File: src/rtl/pcs_pkg.sv
package pcs_pkg;

  localparam int XLEN      = 32;
  localparam int SEL_W     = 2;
  localparam int OFF_W     = 16;
  localparam int JIDX_W    = 26;
  localparam int WORD_SH   = 2;
  localparam int REGION_W  = XLEN - JIDX_W - WORD_SH;
  localparam logic [XLEN-1:0] WORD_BYTES = XLEN'(1 << WORD_SH);
  localparam logic [XLEN-1:0] BOOT_DEFAULT = 32'hBFC0_0000;

  typedef logic [XLEN-1:0] addr_t;

  typedef enum logic [SEL_W-1:0] {
    NXT_SEQ    = 2'd0,
    NXT_BRANCH = 2'd1,
    NXT_REGION = 2'd2,
    NXT_REG    = 2'd3
  } nxt_sel_e;

  typedef struct packed {
    addr_t seq;
    addr_t branch;
    addr_t region;
    addr_t regjmp;
  } cand_t;

  function automatic addr_t add_words(input addr_t base, input int unsigned nwords);
    return base + addr_t'(nwords) * WORD_BYTES;
  endfunction

  function automatic addr_t branch_target(input addr_t pc_next, input logic [OFF_W-1:0] off);
    addr_t ext;
    ext = {{(XLEN-OFF_W-WORD_SH){off[OFF_W-1]}}, off, {WORD_SH{1'b0}}};
    return pc_next + ext;
  endfunction

  function automatic addr_t region_target(input addr_t pc_next, input logic [JIDX_W-1:0] idx);
    return {pc_next[XLEN-1 -: REGION_W], idx, {WORD_SH{1'b0}}};
  endfunction

endpackage

File: src/rtl/pcs_targets.sv
module pcs_targets
  import pcs_pkg::*;
(
  input  addr_t       pc,
  input  addr_t       instr,
  input  addr_t       jreg_val,
  output cand_t       cand,
  output addr_t       link
);

  addr_t pc_plus4;
  logic  unused_opbits;

  assign unused_opbits = ^instr[XLEN-1:JIDX_W];

  always_comb begin
    pc_plus4     = add_words(pc, 1);
    cand.seq     = pc_plus4;
    cand.branch  = branch_target(pc_plus4, instr[OFF_W-1:0]);
    cand.region  = region_target(pc_plus4, instr[JIDX_W-1:0]);
    cand.regjmp  = jreg_val;
    link         = add_words(pc, 2);
  end

endmodule

File: src/rtl/pcs_select.sv
module pcs_select
  import pcs_pkg::*;
#(
  parameter bit GATE_BRANCH = 1'b1
)(
  input  logic [SEL_W-1:0] sel,
  input  logic             cond,
  input  cand_t            cand,
  output addr_t            next_pc,
  output logic             branch_go
);

  nxt_sel_e sel_e;
  assign sel_e = nxt_sel_e'(sel);

  generate
    if (GATE_BRANCH) begin : g_gated
      assign branch_go = (sel_e == NXT_BRANCH) && cond;
    end else begin : g_ungated
      logic unused_cond;
      assign unused_cond = cond;
      assign branch_go   = (sel_e == NXT_BRANCH);
    end
  endgenerate

  always_comb begin
    unique case (sel_e)
      NXT_SEQ:    next_pc = cand.seq;
      NXT_BRANCH: next_pc = branch_go ? cand.branch : cand.seq;
      NXT_REGION: next_pc = cand.region;
      NXT_REG:    next_pc = cand.regjmp;
      default:    next_pc = cand.seq;
    endcase
  end

endmodule

File: src/rtl/pcs_pcreg.sv
module pcs_pcreg
  import pcs_pkg::*;
#(
  parameter addr_t BOOT_ADDR = BOOT_DEFAULT
)(
  input  logic  clk,
  input  logic  rst,
  input  logic  en,
  input  addr_t d,
  output addr_t q
);

  always_ff @(posedge clk) begin
    if (rst)     q <= BOOT_ADDR;
    else if (en) q <= d;
  end

endmodule

File: src/rtl/pc_sequencer.sv
module pc_sequencer
  import pcs_pkg::*;
#(
  parameter logic [31:0] BOOT_ADDR   = 32'hBFC0_0000,
  parameter bit          GATE_BRANCH = 1'b1
)(
  input  logic        clk,
  input  logic        rst,
  input  logic        en,
  input  logic [1:0]  pc_sel,
  input  logic        br_cond,
  input  logic [31:0] instr,
  input  logic [31:0] jreg_val,
  output logic [31:0] pc_out,
  output logic [31:0] link_out
);

  addr_t pc_q;
  addr_t next_pc;
  cand_t cand;
  logic  branch_go;
  logic  load_pc;

  assign load_pc = en && !rst;

  pcs_targets u_targets (
    .pc       (pc_q),
    .instr    (instr),
    .jreg_val (jreg_val),
    .cand     (cand),
    .link     (link_out)
  );

  pcs_select #(.GATE_BRANCH(GATE_BRANCH)) u_select (
    .sel       (pc_sel),
    .cond      (br_cond),
    .cand      (cand),
    .next_pc   (next_pc),
    .branch_go (branch_go)
  );

  pcs_pcreg #(.BOOT_ADDR(BOOT_ADDR)) u_pcreg (
    .clk (clk),
    .rst (rst),
    .en  (en),
    .d   (next_pc),
    .q   (pc_q)
  );

  assign pc_out = pc_q;

endmodule

File: config.mk
export PLATFORM = sky130hd
export DESIGN_NAME = pc_sequencer
export DESIGN_NICKNAME = d
export VERILOG_FILES = /design/src/rtl/pcs_pkg.sv /design/src/rtl/pcs_targets.sv /design/src/rtl/pcs_select.sv /design/src/rtl/pcs_pcreg.sv /design/src/rtl/pc_sequencer.sv
export SDC_FILE = /design/constraint.sdc
export NUM_CORES = 1
export LEC_CHECK = 0
export BUFFER_PORTS_ARGS = -buffer_cell sky130_fd_sc_hd__buf_2
export CAP_MARGIN = 20
export CORE_MARGIN = 3
export CORE_UTILIZATION = 57
export CTS_CLUSTER_DIAMETER = 40
export DETAILED_ROUTE_END_ITERATION = 10
export PLACE_DENSITY = 0.83
export SYNTH_ARGS = -nofsm -noshare
export SYNTH_HDL_FRONTEND = slang
export SYNTH_HIERARCHICAL = 1
export SYNTH_SLANG_ARGS = --single-unit
export TNS_END_PERCENT = 1
File: constraint.sdc
create_clock -name clk -period 5.8 [get_ports clk]
set_clock_uncertainty 0.15 [all_clocks]
set_input_delay 0.87 -clock clk [delete_from_list [all_inputs] [get_ports clk]]
set_output_delay 0.87 -clock clk [all_outputs]
set_load 0.01 [all_outputs]
==> results.ini <==
[status]
status=completed

[power_and_ir_drop]
p_sw_frac=0.436
leakage_nw=2.65
clockPowerShare=0.191
intPower_uw=576
combPwrFrac=0.537
power_density_nw_per_um2=163
ir_worst_vdd_uv=94.1
finalPower_mw=1.02
pwr-share-seq=0.273
switching_power_uw=446

[detailed_routing]
wl_um=16800
drcViolationCount=0
drt_iter0_drc=553
wire_per_inst_um=18.3
dr.pass1.iters=5
via_count=5766
ant_nets=0
viasPerCell=6.27

[floorplan]
core_area_um2=10400
dieArea_um2=12100
start_util=0.592
die_y_um=110
row_count=37
fp.dieW_um=110
io_pins=134

[min_path]
hold_class=flip-flop to flip-flop
hp-start=u_pcreg/q[1]$_SDFFE_PP0P_

[global_routing]
grt_max_degree=69
gr-total-overflow=0
grt_pass1_wl_um=26600
grt_pass1_vias=5269
antenna_found_initial=1
grt_usage=0.273

[worst_setup_path]
path_delay_family=simple AND/OR/NAND/NOR gates
critPathLaunch=u_pcreg/q[5]$_SDFFE_PP0P_
crit_chain=nand4_4 > nor2_1 > nand3_1 > nor3_1 > buf_4 > nand2_1 > xnor2_1 > ha_1 > nand2_1 > nor4_1 > o31ai_2 > a31oi_1 > o31ai_2 > o211ai_1 > xor2_1 > mux2_1 > mux4_2 > a211o_1
crit_path_start_kind=flip-flop
arrival_ns=5.06
critPathBufInv=1
worstPathRequired_ns=5.84
crit_type=flip-flop to flip-flop
crit_fanout=10
slowest_stage=dfxtp_1
r2r_slack_ns=0.78
r2r-start=u_pcreg/q[5]$_SDFFE_PP0P_
cp-end-kind=flip-flop
cpPeakStageDelay_ns=0.60

[sta]
min_period_ns=5.02
tns_ns=0
rsz0062_at_grt=no
min_period_over_period=0.866
worst_pin_slew_ns=1.07
relSlewSlack=0.289
hold_viol=0
maxSlewViolCount=0
setup_viol=0
fmax_ghz=0.199

[clocking]
cts_tree=done
path_clk_slew_ns=0.08
cts_setup_buffers=0
cts_sinks=32
htree_levels=2
cts_root_buffer=clkbuf_8
cts_buffers=5
clockBufferDepth=2
cts_hold_buffers=0
clkLatencyLatePin_ns=0.29
cts_resized=0

[yosys]
yosys_warnings=6
postSynthAreaPerCell_um2=8.12
netlist_area_um2=6170
synth_cells=760

[cells_and_area]
layout-drive-gt1-share=0.266
top_regs=u_pcreg/q x32
largest_reg_flops=32
finalNetCount=887
fin_util=0.601
syn_to_final_growth_pct=1.56
largest-register=u_pcreg/q

[placement]
gp_congestion=0.975
port_buffers=127
hpwl_um=12300

[flow_run]
cap_violations=0

==> metrics by stage <==
step / area (µm²) / hold slack [ns] / instances / worst slack (ns)
after floorplan: 6170 / 0.391 / 761 / 1.32
after global placement: 6150 / 0.405 / 909 / 0.938
after detailed placement: 6150 / 0.419 / 909 / 0.933
after CTS: 6240 / 0.434 / 917 / 0.866
after global routing: 6260 / 0.459 / 919 / 0.490
final: 6260 / 0.425 / 919 / 0.776
==> layout by cell type (no fill, tap or decap), types with 18 or more instances in the layout <==
master	n
mux2i_1	23
a2111oi_2	19
or2_1	19
nor3_1	41
ha_1	35
nor2_1	47
a21oi_1	30
xnor2_1	59
a211oi_1	18
nand3_1	26
nand2_1	45
xor2_1	25
dfxtp_1	32
o22ai_1	29
and3_1	35
buf_2	127
==> layout make-up <==
cell class                 count  area (µm²)
multi-input combinational    593        4600
fill                         971        4150
timing repair buffer         135         708
sequential                    32         641
tap                          136         170
clock buffer                   6        82.6
inverter                      14        52.6
clock inverter                 2        10.0
antenna                        1        2.50
==> final timing paths <==
kind / end / cells after the start
worst max-delay path: u_pcreg/q[28]$_SDFFE_PP1P_ / 18
worst min-delay path: u_pcreg/q[1]$_SDFFE_PP0P_ / 2
worst min register to register: u_pcreg/q[1]$_SDFFE_PP0P_ / 2
worst max register to register: u_pcreg/q[28]$_SDFFE_PP1P_ / 18
==> layer usage <==
metal  global-route usage  share of wire
met2                0.453           0.47
met4               0.0917          0.018
met3               0.0309          0.078
met5                    0              0
met1                0.369           0.43
==> power by group through the flow <==
| stage | logic [mW] | clock network [mW] | registers (mW) |
|---|---|---|---|
| 6_report | 0.548 | 0.195 | 0.278 |
| 5_1_grt | 0.602 | 0.212 | 0.282 |
| 4_1_cts | 0.542 | 0.202 | 0.277 |
| 3_5_place_dp | 0.538 | 0 | 0.283 |
| 3_3_place_gp | 0.531 | 0 | 0.282 |
| 2_1_floorplan | 0.453 | 0 | 0.277 |
==> worst reg2reg max path, cell delays in order, from the launching register on <==
cell and delay [ns]:
dfxtp_1 0.60, nand4_4 0.20, nor2_1 0.21, nand3_1 0.19
nor3_1 0.21, buf_4 0.19, nand2_1 0.08, xnor2_1 0.18
ha_1 0.41, nand2_1 0.12, nor4_1 0.39, o31ai_2 0.18
a31oi_1 0.29, o31ai_2 0.16, o211ai_1 0.22, xor2_1 0.09
mux2_1 0.29, mux4_2 0.47, a211o_1 0.29
(Power assumes the default switching activity.)
